[src/rtl/bgen_pkg.sv]
package bgen_pkg;
  localparam int CFG_W   = 32;
  localparam int DIV_W   = 12;
  localparam int DIV_LSB = 1;
  localparam int PRE_BIT = 13;
  localparam int EN_BIT  = 16;
  localparam int PRE_DIV = 16;

  typedef logic [DIV_W-1:0] div_t;

  typedef struct packed {
    logic en;
    logic pre16;
    div_t div;
  } cfg_t;

  // Pull the fields the timing logic needs out of the raw control word.
  function automatic cfg_t bgen_decode(input logic [CFG_W-1:0] w);
    cfg_t c;
    c.en    = w[EN_BIT];
    c.pre16 = w[PRE_BIT];
    c.div   = w[DIV_LSB +: DIV_W];
    return c;
  endfunction

  // Interval between ticks, in input clocks.
  function automatic int unsigned bgen_period(input cfg_t c);
    return (int'(c.div) + 1) * (c.pre16 ? PRE_DIV : 1);
  endfunction
endpackage

[src/rtl/bgen_cfg_reg.sv]
module bgen_cfg_reg
  import bgen_pkg::*;
#(
  parameter int W = CFG_W
) (
  input  logic         clk,
  input  logic         rst_n,
  input  logic         we_i,
  input  logic [W-1:0] wdata_i,
  output logic [W-1:0] rdata_o,
  output cfg_t         cfg_o
);
  logic [W-1:0] word_q;

  always_ff @(posedge clk or negedge rst_n) begin
    if (!rst_n)    word_q <= '0;
    else if (we_i) word_q <= wdata_i;
  end

  assign rdata_o = word_q;
  assign cfg_o   = bgen_decode(word_q);

  AST_CFG_ECHO: assert property (@(posedge clk) disable iff (!rst_n)
    we_i |=> rdata_o == $past(wdata_i));
endmodule

[src/rtl/bgen_prescale.sv]
module bgen_prescale #(
  parameter int DIV = 16
) (
  input  logic clk,
  input  logic rst_n,
  input  logic run_i,
  input  logic sel_i,
  output logic step_o
);
  generate
    if (DIV > 1) begin : g_pre
      localparam int PW = $clog2(DIV);
      localparam logic [PW-1:0] LAST = PW'(DIV - 1);
      logic [PW-1:0] pre_q;
      logic          pre_wrap;

      assign pre_wrap = run_i && sel_i && (pre_q == LAST);

      always_ff @(posedge clk or negedge rst_n) begin
        if (!rst_n)                pre_q <= '0;
        else if (!run_i || !sel_i) pre_q <= '0;
        else if (pre_q == LAST)    pre_q <= '0;
        else                       pre_q <= pre_q + 1'b1;
      end

      assign step_o = sel_i ? pre_wrap : run_i;

      AST_PRE_SPACING: assert property (@(posedge clk) disable iff (!rst_n)
        (sel_i && pre_wrap) |=> !pre_wrap);
    end else begin : g_nopre
      assign step_o = run_i;
    end
  endgenerate
endmodule

[src/rtl/bgen_divider.sv]
module bgen_divider
  import bgen_pkg::*;
#(
  parameter int W = DIV_W
) (
  input  logic         clk,
  input  logic         rst_n,
  input  logic         en_i,
  input  logic         step_i,
  input  logic [W-1:0] field_i,
  output logic         run_o,
  output logic         wrap_o
);
  logic [W-1:0] cnt_q;
  logic         primed_q;

  assign run_o  = en_i && primed_q;
  assign wrap_o = step_i && (cnt_q == '0);

  always_ff @(posedge clk or negedge rst_n) begin
    if (!rst_n) begin
      cnt_q    <= '0;
      primed_q <= 1'b0;
    end else if (!en_i) begin
      cnt_q    <= '0;
      primed_q <= 1'b0;
    end else if (!primed_q) begin
      cnt_q    <= field_i;
      primed_q <= 1'b1;
    end else if (step_i) begin
      cnt_q <= (cnt_q == '0) ? field_i : cnt_q - 1'b1;
    end
  end

  AST_RELOAD: assert property (@(posedge clk) disable iff (!rst_n)
    wrap_o |=> cnt_q == $past(field_i));
  AST_CLEAR_STATE: assert property (@(posedge clk) disable iff (!rst_n)
    !en_i |=> (cnt_q == '0) && !primed_q);
endmodule

[src/rtl/baud_clk_gen.sv]
module baud_clk_gen
  import bgen_pkg::*;
(
  input  logic             clk,
  input  logic             rst_n,
  input  logic             cfg_we,
  input  logic [CFG_W-1:0] cfg_wdata,
  output logic [CFG_W-1:0] cfg_rdata,
  output logic             tick_o,
  output logic             sq_o
);
  cfg_t cfg;
  logic run;
  logic step;
  logic wrap;
  logic tick_q;
  logic sq_q;

  bgen_cfg_reg #(.W(CFG_W)) u_reg (
    .clk(clk), .rst_n(rst_n), .we_i(cfg_we), .wdata_i(cfg_wdata),
    .rdata_o(cfg_rdata), .cfg_o(cfg)
  );

  bgen_prescale #(.DIV(PRE_DIV)) u_pre (
    .clk(clk), .rst_n(rst_n), .run_i(run), .sel_i(cfg.pre16), .step_o(step)
  );

  bgen_divider #(.W(DIV_W)) u_div (
    .clk(clk), .rst_n(rst_n), .en_i(cfg.en), .step_i(step),
    .field_i(cfg.div), .run_o(run), .wrap_o(wrap)
  );

  always_ff @(posedge clk or negedge rst_n) begin
    if (!rst_n) begin
      tick_q <= 1'b0;
      sq_q   <= 1'b0;
    end else if (!cfg.en) begin
      tick_q <= 1'b0;
      sq_q   <= 1'b0;
    end else begin
      tick_q <= wrap;
      if (wrap) sq_q <= ~sq_q;
    end
  end

  assign tick_o = tick_q;
  assign sq_o   = sq_q;

  AST_IDLE_QUIET: assert property (@(posedge clk) disable iff (!rst_n)
    !run |=> !tick_q);
  AST_SQ_FLIP: assert property (@(posedge clk) disable iff (!rst_n)
    tick_q |-> sq_q != $past(sq_q));
  AST_SQ_HOLD: assert property (@(posedge clk) disable iff (!rst_n)
    (!tick_q && cfg.en && $past(cfg.en)) |-> $stable(sq_q));
endmodule

[config.mk]
export PLATFORM = sky130hd
export DESIGN_NAME = baud_clk_gen
export DESIGN_NICKNAME = d
export VERILOG_FILES = /design/src/rtl/bgen_pkg.sv /design/src/rtl/bgen_cfg_reg.sv /design/src/rtl/bgen_prescale.sv /design/src/rtl/bgen_divider.sv /design/src/rtl/baud_clk_gen.sv
export SDC_FILE = /design/constraint.sdc
export NUM_CORES = 1
export LEC_CHECK = 0
export BUFFER_PORTS_ARGS = -buffer_cell sky130_fd_sc_hd__buf_2
export CAP_MARGIN = 20
export CORE_ASPECT_RATIO = 0.75
export CORE_MARGIN = 2
export CORE_UTILIZATION = 50
export DETAILED_ROUTE_END_ITERATION = 6
export PLACE_DENSITY_LB_ADDON = 0.15
export SYNTH_ARGS = -nofsm -noshare
export SYNTH_HDL_FRONTEND = slang
export SYNTH_SLANG_ARGS = --single-unit
[constraint.sdc]
create_clock -name clk -period 2.35 [get_ports clk]
set_input_delay 0.1175 -clock clk [delete_from_list [all_inputs] [get_ports clk]]
set_output_delay 0.1175 -clock clk [all_outputs]
set_load 0.05 [all_outputs]
# Word level (Yosys, flattened, before mapping)
# Cells that the tools add are included.
dict set report classes {
  n_addsub 2
  mul 0
  div_mod_pow 0
  order_cmp 0
  eq_ne 3
  shift 0
  mux 11
  bitwise_logic 1
  reduce_logical 8
}
# operator count
set ops {}
lappend ops {{two-way mux 12 bit} 4}
lappend ops {{zero test 12 bit} 1}
lappend ops {{subtractor 12 x 1 -> 12 bit, second input constant} 1}
lappend ops {{two-way mux 4 bit} 2}
lappend ops {{two-way mux 1 bit} 5}
lappend ops {{adder 4 x 1 -> 4 bit, second input constant} 1}
lappend ops {{== test 4 bit, second input constant} 1}
lappend ops {{logical AND 1 bit} 4}
lappend ops {{!= test 3 x 2 -> 1 bit, second input constant} 1}
lappend ops {{zero test 1 bit} 2}
lappend ops {{!= test 2 bit, second input constant} 1}
lappend ops {{logical OR 1 bit} 1}
lappend ops {{inverter 1 bit} 1}
dict set report word_totals {
  reg_bits 51
  latchBits 0
  ramBits 0
  rom_bits 0
  inputBits 35
  memories 0
}

# Logic depth before layout (Yosys ltp)
# Gate-level depths: netlist (run 1).
dict set report logic_depth {
  word_depth 7
  ltp_mapped 7
  mapped_depth_nobuf 6
}

# Modules after synthesis
# A second synthesis (run 1) with hierarchy kept.
dict set report unflattened {
  hier_cells 209
  hier_area_um2 2618.8
}
# module n_inst cells_per_inst area_per_inst_um2
set modules_own_cells {}
lappend modules_own_cells {bgen_cfg_reg 1 82 1450.1}
lappend modules_own_cells {bgen_divider 1 107 918.4}
lappend modules_own_cells {bgen_prescale 1 15 177.7}
lappend modules_own_cells {baud_clk_gen 1 5 72.6}

# Worst setup path after synthesis (run 1)
# No wires, ideal clock.
dict set report synth_timing {
  kind {flip-flop to flip-flop}
  start {reg u_div.cnt_q[8]}
  end {reg u_div.cnt_q[3]}
  arrival_ps 1841
  required_time_ps 2212
  path_slack_ps 371
  stages_incl_launch_ff 7
  synth_period_minus_slack_ps 1979
  path_cell_list {dfrtp_1 or4_4 buf_6 o41ai_4 buf_6 mux2i_1 o22ai_1}
}
dict set report synth_between {
  elab_chain_len 5
}
# element line
set synth_lines {}
lappend synth_lines {{start, declared} bgen_divider.sv:14} ;# logic [W-1:0] cnt_q;
lappend synth_lines {{start signal, assigned} bgen_divider.sv:28} ;# cnt_q <= field_i;
lappend synth_lines {{start signal, assigned} bgen_divider.sv:31} ;# cnt_q <= (cnt_q == '0) ? field_i : cnt_q - 1'b1;
lappend synth_lines {{zero test 12 bit} bgen_divider.sv:31}
lappend synth_lines {{two-way mux 12 bit} bgen_divider.sv:31}
lappend synth_lines {{two-way mux 12 bit} bgen_divider.sv:30} ;# end else if (step_i) begin
lappend synth_lines {{two-way mux 12 bit} bgen_divider.sv:27} ;# end else if (!primed_q) begin
lappend synth_lines {{two-way mux 12 bit} bgen_divider.sv:24} ;# end else if (!en_i) begin
# No other way between the ends. The select of a mux whose other input is x is not followed.
# A chain may end at the register's enable or synchronous reset.

# Worst setup path in the final report (run 1)
dict set report layout_timing {
  start {reg u_div.cnt_q[0]}
  end {reg u_div.cnt_q[10]}
}
dict set report layout_between {
  elab_chain_len 5
}
# element line
set layout_lines {}
lappend layout_lines {{subtractor 12 x 1 -> 12 bit / zero test 12 bit (equally long branches)} bgen_divider.sv:31}
lappend layout_lines {{two-way mux 12 bit *} bgen_divider.sv:31}
lappend layout_lines {{two-way mux 12 bit *} bgen_divider.sv:30}
lappend layout_lines {{two-way mux 12 bit *} bgen_divider.sv:27}
lappend layout_lines {{two-way mux 12 bit *} bgen_divider.sv:24}
# Mark *: on every way between the ends. The rest lies on a longest branch, timed or not. The select of a mux whose other input is x is not followed.

==> results of run 1 <==
==> power breakdown <==
group	switching [µW]	internal, µW
Clock	280	425
Combinational	537	304
Sequential	92.0	972
==> worst reg2reg max path, stage by stage, from the launching register on <==
cell	delay [ns]
sky130_fd_sc_hd__dfrtp_1	0.42
sky130_fd_sc_hd__inv_1	0.12
sky130_fd_sc_hd__ha_1	0.20
sky130_fd_sc_hd__or3b_1	0.49
sky130_fd_sc_hd__or4_1	0.50
sky130_fd_sc_hd__o311ai_1	0.09
sky130_fd_sc_hd__o32ai_1	0.12
==> final cells by class <==
type	instances	area share, %
sequential	51	43.2
multi-input combinational	132	34.8
clock inverter	2	2.03
timing repair buffer	75	13.8
inverter	10	1.27
clock buffer	6	2.46
tap	57	2.41
==> worst max path at each step <==
| stage | from | to | slack (ns) | cells past startpoint |
|---|---|---|---|---|
| 2_1_floorplan | u_div.cnt_q[8]$_DFFE_PN0P_ | u_div.cnt_q[3]$_DFFE_PN0P_ | 0.37 | 6 |
| 3_3_place_gp | u_div.cnt_q[0]$_DFFE_PN0P_ | u_div.cnt_q[10]$_DFFE_PN0P_ | 0.32 | 6 |
| 3_5_place_dp | u_div.cnt_q[0]$_DFFE_PN0P_ | u_div.cnt_q[10]$_DFFE_PN0P_ | 0.30 | 6 |
| 4_1_cts | u_div.cnt_q[0]$_DFFE_PN0P_ | u_div.cnt_q[10]$_DFFE_PN0P_ | 0.28 | 6 |
| 5_1_grt | u_div.cnt_q[0]$_DFFE_PN0P_ | u_div.cnt_q[10]$_DFFE_PN0P_ | 0.17 | 6 |
| 6_report | u_div.cnt_q[0]$_DFFE_PN0P_ | u_div.cnt_q[10]$_DFFE_PN0P_ | 0.29 | 6 |
==> per-stage QoR <==
step                      setup slack [ns]  hold WS (ns)  std cells
after floorplan                      0.371        -0.178        207
after detailed placement             0.303         0.160        324
after global routing                 0.165        0.0235        333
after CTS                            0.281        0.0215        333
final                                0.295        0.0282        333
after global placement               0.321         0.163        324
==> flip-flops by register name, indices dropped and copies added (netlist names) <==
| register | cells |
|---|---|
| u_pre.g_pre.pre_q | 4 |
| tick_o | 1 |
| u_reg.rdata_o | 32 |
| sq_o | 1 |
| u_div.cnt_q | 12 |
| u_div.primed_q | 1 |
==> cells by family (layout without fill, tap and decap cells) <==
kind of cell	after synthesis	count (layout)
adders and majority gates	3	3
AOI/OAI and AO/OA	35	35
muxes	38	38
xor gates and xnor gates	2	2
buffers and inverters	24	93
DFF	51	51
and+or+nand+nor	54	54
==> cell usage after synthesis, types with 2 or more instances <==
library cell	count
sky130_fd_sc_hd__a21oi_1	2
sky130_fd_sc_hd__a31oi_1	3
sky130_fd_sc_hd__and2_1	2
sky130_fd_sc_hd__and3_1	3
sky130_fd_sc_hd__buf_1	3
sky130_fd_sc_hd__buf_4	2
sky130_fd_sc_hd__buf_6	2
sky130_fd_sc_hd__clkbuf_1	7
sky130_fd_sc_hd__dfrtp_1	51
sky130_fd_sc_hd__ha_1	3
sky130_fd_sc_hd__inv_1	10
sky130_fd_sc_hd__mux2_2	29
sky130_fd_sc_hd__mux2i_1	9
sky130_fd_sc_hd__nand2_1	9
sky130_fd_sc_hd__nand2b_1	4
sky130_fd_sc_hd__nand3_1	6
sky130_fd_sc_hd__nand4_1	2
sky130_fd_sc_hd__nor2_1	11
sky130_fd_sc_hd__nor2b_1	2
sky130_fd_sc_hd__nor3_1	2
sky130_fd_sc_hd__nor4_1	5
sky130_fd_sc_hd__o21ai_0	6
sky130_fd_sc_hd__o221ai_1	2
sky130_fd_sc_hd__o22ai_1	6
sky130_fd_sc_hd__o2bb2ai_1	4
sky130_fd_sc_hd__o311ai_1	2
sky130_fd_sc_hd__o41ai_1	3
sky130_fd_sc_hd__or2_2	2
sky130_fd_sc_hd__or4_1	3
sky130_fd_sc_hd__xor2_1	2
==> layer usage <==
layer / track usage [%] / vias to the layer above / wire, µm
met5: 0 / - / 0
met3: 4.91 / 8 / 444
met2: 31.3 / 76 / 2210
li1: - / 897 / -
met1: 28.4 / 895 / 2300
met4: 5.44 / 0 / 51
==> repair_timing <==
action	in CTS	in global routing
setup buffers	0	0
endpoints found under the hold margin	25	0
hold buffers	1	0
==> parameters.txt, run 1 <==
Parameter                              Value

Setup path
  R2R setup slack    0.29 ns
  Worst Path Class, Setup    reg2reg
  Origin of the critical flop-to-flop path    u_div.cnt_q[0]$_DFFE_PN0P_
  Worst Path Required    between 2 and 3 ns
  Kind of cell with the highest combined delay on the critical path    simple AND/OR/NAND/NOR gates
  Highest fanout seen on the critical path    8
  Kind of end point of the critical path    register
  Ordered cell list for the critical path    inv_1, ha_1, or3b_1, or4_1, o311ai_1, o32ai_1
  Critical Path Start Type    register
  Number of buffer and inverter instances along the worst setup path    1
  End of the worst register-to-register path    u_div.cnt_q[10]$_DFFE_PN0P_
  Critical path data arrival time    ~2.2 ns
  Max incr delay on CP    roughly 0.50 ns
  Number of cell instances on the worst register-to-register path    6
  Slowest library cell on the worst path    sky130_fd_sc_hd__or4_1

Synthesis
  Compound-cell area share of the yosys netlist    11.1%
  Share of synthesized area spent on multiplexers    17.2%
  Xor/xnor share of the synthesized area    less than 1%
  Most common flop cell mapped by yosys    sky130_fd_sc_hd__dfrtp_1
  Number of register bits inferred by synthesis    51
  Synth warn    0
  Number of distinct library cells after synthesis    40
  Dominant combinational cell family by area after synthesis    multiplexers
  Simple-gate share of the synthesized area    12.0%
  Proportion of netlist area held by the largest area contributor    between 50% and 60%
  Top cells by area, synth    sky130_fd_sc_hd__dfrtp_1 (53%), sky130_fd_sc_hd__mux2_2 (14%), sky130_fd_sc_hd__mux2i_1 (3.7%)
  Cell type with the highest aggregate area in the netlist    sky130_fd_sc_hd__dfrtp_1
  Number of synthesized flops with an enable pin    0
  Sequential cell area fraction in the yosys report    between 50% and 60%
  Proportion of synthesized flip-flops having asynchronous set or reset    100%
  Post-Synthesis Mean Instance Area    11.7 µm²
  Post-synthesis instance area    2420 µm²
  Gate count of the mapped netlist    207
  Adder-cell share of the synthesized area    1.55%
  Syn nets    about 250

Timing
  Clock period minus final worst setup slack    2.06 ns
  Final-report setup violation count    0
  Unrepaired setup endpoints after global routing    no
  Headroom to the max-slew limit    roughly half
  Achievable Freq    487 MHz
  Final worst clock skew    ~0.0039 ns
  Slew at the pin closest to its max-slew limit    just over 0.7 ns
  Slew Viols, Final    0
  Share of the cycle needed by the critical path after routing    between 80% and 90%
  Number of hold-slack violations in the final timing report    0
  Setup TNS after final layout    0 ns

Global route
  Global-route wire length before repair    slightly below 9000 µm
  Sum of overflow across all layers after global routing    0
  Pin count of the biggest net entering global routing    36
  Gr usage total    20.1%
  Number of antenna violations at the first check in global routing    0
  Vias in the first global route    1781

Layout
  Synth-to-Final Area Change    22.2%
  Fraction of layout cells with a size suffix above 1    a little over two fifths
  Most frequent cells in the layout    sky130_fd_sc_hd__buf_2 (68), sky130_fd_sc_hd__dfrtp_1 (51), sky130_fd_sc_hd__mux2_2 (29)
  Diode count    0
  Sequential cell area    1280 µm²
  Total area of multi-input combinational cells    ~1000 µm²
  Post-Layout Inst Area    2960 µm²
  Post-layout util    65.0%
  Final Net Count    about 310
  Most frequent standard cell in the layout excluding fill and tap cells    sky130_fd_sc_hd__buf_2
  Layout fillers    ~370

Worst hold path
  Launch instance of the worst min-delay path    cfg_wdata[10]
  Hold Crit Endpoint    u_reg.rdata_o[10]$_DFFE_PN0P_
  Cell depth of the worst hold path    3
  Hold/Removal Path Class    in2reg

Power
  PwrDens    883 nW/µm²
  Leak    about 0.0014 µW
  Overall power    about 2600 µW
  Worst IR drop on VDD    0.000586 V

Clocking
  Clock buffer depth    2
  H-tree levels    2
  CTS root buf    sky130_fd_sc_hd__clkbuf_8
  Clock transition at the registers of the reported paths    approximately 0.090 ns
  Sink Count    51
  TritonCTS clock tree    yes
  Post-cts gate resize count    0
  Skew-Pair Late Insertion Delay    approximately 0.30 ns
  Number of CTS-inserted buffers    5

Floorplan
  Overall die width    around 84 µm
  Core region area    roughly 4500 µm²
  DIE HEIGHT    ~64 µm
  Full die area    between 5000 and 6000 µm²
  Row count    21
  Initial standard-cell utilization of the core    between 50 and 60%
  I/O pins    between 60 and 70

Place
  Number of buffers added on ports    slightly below 70
  Placed instance area    between 2000 and 3000 µm²
  HPWL Detailed    3670 µm
  Final RePlAce weighted congestion    0.856

Detailed routing
  Drt pass-1 iters    4
  Detailed router's first-iteration violation count    roughly 110
  DRC    0
  Detailed-route vias per instance    roughly 5.6
  Aggregate routed wire length    around 5000 µm
  Post-DR wirelength/cell    15.0 µm
  Via total after detailed routing    about 1900
  Antenna-violating nets left    0

Run
  Max Cap Viol    0

Status
  Outcome    finished clean
Power figures use the tool's default switching activity.
==> run 2, diff against run 1 <==
--- a/config.mk
+++ b/config.mk
@@ -7,9 +7,11 @@
 export LEC_CHECK = 0
 export BUFFER_PORTS_ARGS = -buffer_cell sky130_fd_sc_hd__buf_2
 export CAP_MARGIN = 20
+export CELL_PAD_IN_SITES_DETAIL_PLACEMENT = 1
+export CELL_PAD_IN_SITES_GLOBAL_PLACEMENT = 2
 export CORE_ASPECT_RATIO = 0.75
 export CORE_MARGIN = 2
-export CORE_UTILIZATION = 50
+export CORE_UTILIZATION = 33
 export DETAILED_ROUTE_END_ITERATION = 6
 export PLACE_DENSITY_LB_ADDON = 0.15
 export SYNTH_ARGS = -nofsm -noshare
==> parameters.txt, run 2 (same netlist as run 1, synthesis figures left out) <==
Parameter                              Value

Setup path
  Critical path data arrival time    2.25 ns (+0.03 ns)
  Worst Path Required    2.54 ns (+0.02 ns)
  Max incr delay on CP    0.59 ns (+0.09 ns)
  Highest fanout seen on the critical path    7 (-1)
  Critical Path Start Type    register
  Slowest library cell on the worst path    sky130_fd_sc_hd__or4_4
  Worst Path Class, Setup    reg2reg
  Ordered cell list for the critical path    or4_4, o41ai_4, buf_4, mux2i_1, o22ai_1
  Kind of end point of the critical path    register

Global route
  Pin count of the biggest net entering global routing    36 (unchanged)
  Sum of overflow across all layers after global routing    0 (unchanged)
  Number of antenna violations at the first check in global routing    0 (unchanged)
  Gr usage total    16.5% (-3.7 points)
  Global-route wire length before repair    10200 µm (+18%)
  Vias in the first global route    1936 (+8.7%)

Detailed routing
  Via total after detailed routing    1889 (+0.69%)
  DRC    0 (unchanged)
  Aggregate routed wire length    6120 µm (+22%)
  Detailed router's first-iteration violation count    69 (-34%)
  Detailed-route vias per instance    5.02 (-11%)
  Antenna-violating nets left    0 (unchanged)
  Drt pass-1 iters    4 (unchanged)
  Post-DR wirelength/cell    16.3 µm (+8.2%)

Clocking
  CTS root buf    sky130_fd_sc_hd__clkbuf_8
  Post-CTS setup buffer count    0 (unchanged)
  Skew-Pair Late Insertion Delay    0.31 ns (about the same)
  Clock buffer depth    2 (unchanged)
  TritonCTS clock tree    yes
  Sink Count    51 (unchanged)
  Post-cts gate resize count    0 (unchanged)
  Number of CTS-inserted buffers    5 (unchanged)
  Clock transition at the registers of the reported paths    0.10 ns (about the same)
  H-tree levels    2 (unchanged)
  Quantity of hold-fixing buffers added after cts    2 (+1)

Timing
  Final worst clock skew    0.00476 ns (+0.000818 ns)
  Slew Viols, Final    0 (unchanged)
  Setup TNS after final layout    0 ns (unchanged)
  Achievable Freq    485 MHz (-0.40%)
  Share of the cycle needed by the critical path after routing    87.8% (+0.35 points)
  Final-report setup violation count    0 (unchanged)
  Clock period minus final worst setup slack    2.06 ns (+0.00825 ns)
  Number of hold-slack violations in the final timing report    0 (unchanged)
  Unrepaired setup endpoints after global routing    no
  Headroom to the max-slew limit    49.2% (-2.3 points)
  Slew at the pin closest to its max-slew limit    0.762 ns (+0.0347 ns)

Power
  PwrDens    822 nW/µm² (-6.9%)
  Worst IR drop on VDD    0.000313 V (-47%)
  Leak    0.00142 µW (-1.5%)

Layout
  Final Net Count    315 (+0.64%)
  Flip-flop count of the largest register after layout    32 (unchanged)
  Diode count    0 (unchanged)
  Most frequent standard cell in the layout excluding fill and tap cells    sky130_fd_sc_hd__buf_2
  Post-Layout Inst Area    2960 µm² (+0.30%)
  Most frequent cells in the layout    sky130_fd_sc_hd__buf_2 (68), sky130_fd_sc_hd__dfrtp_1 (51), sky130_fd_sc_hd__mux2_2 (29)
  Layout fillers    821 (+120%)
  Synth-to-Final Area Change    22.6%
  Post-layout util    42.6% (-22 points)
  Fraction of layout cells with a size suffix above 1    41.7% (+0.060 points)

Floorplan
  Row count    26 (+24%)
  DIE HEIGHT    78.1 µm (+22%)
  I/O pins    69 (unchanged)
  Full die area    8040 µm² (+48%)
  Core region area    6960 µm² (+53%)
  Initial standard-cell utilization of the core    34.7% (-18 points)
  Overall die width    103 µm (+22%)

Place
  Final RePlAce weighted congestion    0.846 (-1.1%)
  Number of buffers added on ports    68 (unchanged)
  HPWL Detailed    4540 µm (+24%)
  Placed instance area    2860 µm² (+1.6%)

Run
  Max Cap Viol    0 (unchanged)

Status
  Outcome    finished clean

Worst hold path
  Hold/Removal Path Class    in2reg
run 2: changes by cell type in the layout (fill, tap and decap cells not counted):
cell	before	now
sky130_fd_sc_hd__buf_12	1	0
sky130_fd_sc_hd__clkinv_2	0	1
sky130_fd_sc_hd__dlygate4sd3_1	1	2
sky130_fd_sc_hd__bufinv_16	2	0
sky130_fd_sc_hd__buf_4	5	7
sky130_fd_sc_hd__clkinvlp_4	0	1
run 2: critical path, delay by kind of cell (launching register included):
kind	cells	cell delay [ns]
AO/OA/AOI/OAI	2	0.46
flip-flops	1	0.44
AND/OR/NAND/NOR	1	0.59
buffers and inverters	1	0.24
multiplexers	1	0.21
run 2: routing by layer:
layer	routed length, µm	GRT usage, %	up-vias	part of all wire (%)
met4	25	2.76	0	0.41
met3	273	4.27	4	4.5
met2	2770	24.5	43	45
met5	0	0	-	0
li1	-	-	900	-
met1	3050	24.5	942	50
run 2: through the flow:
stage | std cells | worst slack, ns | hold WS, ns | power [µW]
2_1_floorplan | 207 | 0.371 | -0.178 | 1710
3_3_place_gp | 366 | 0.332 | 0.156 | 1940
3_5_place_dp | 366 | 0.315 | 0.164 | 1940
4_1_cts | 376 | 0.285 | 0.00547 | 2470
5_1_grt | 376 | 0.178 | 0.0157 | 2600
6_report | 376 | 0.286 | 0.0201 | 2440
run 2: final timing paths:
check | to | depth (start not counted) | slack, ns | from
setup / recovery | u_div.cnt_q[7]$_DFFE_PN0P_ | 5 | 0.29 | u_div.cnt_q[8]$_DFFE_PN0P_
setup reg to reg | u_div.cnt_q[7]$_DFFE_PN0P_ | 5 | 0.29 | u_div.cnt_q[8]$_DFFE_PN0P_
hold reg to reg | u_pre.g_pre.pre_q[0]$_DFF_PN0_ | 1 | 0.47 | u_pre.g_pre.pre_q[0]$_DFF_PN0_
hold / removal | u_reg.rdata_o[12]$_DFFE_PN0P_ | 3 | 0.02 | cfg_wdata[12]
max in group asynchronous | tick_o$_DFF_PN0_ | 3 | 1.73 | rst_n
min in group asynchronous | u_reg.rdata_o[5]$_DFFE_PN0P_ | 3 | 0.35 | rst_n
run 2: final cells by class:
class	instances	area [µm²]	share of cell area (%)
inverter	10	37.5	1.27
clock buffer	6	72.6	2.45
tap	98	123	4.14
clock inverter	2	12.5	0.422
timing repair buffer	77	413	13.9
sequential	51	1280	43.1
multi-input combinational	132	1030	34.7
run 2: power breakdown:
part | switching (µW) | leakage [µW] | total [µW] | internal (µW)
clock network | 301 | 0.0000412 | 510 | 209
logic | 550 | 0.000745 | 853 | 303
registers | 103 | 0.000631 | 1070 | 972
total | 954 | 0.00142 | 2440 | 1480
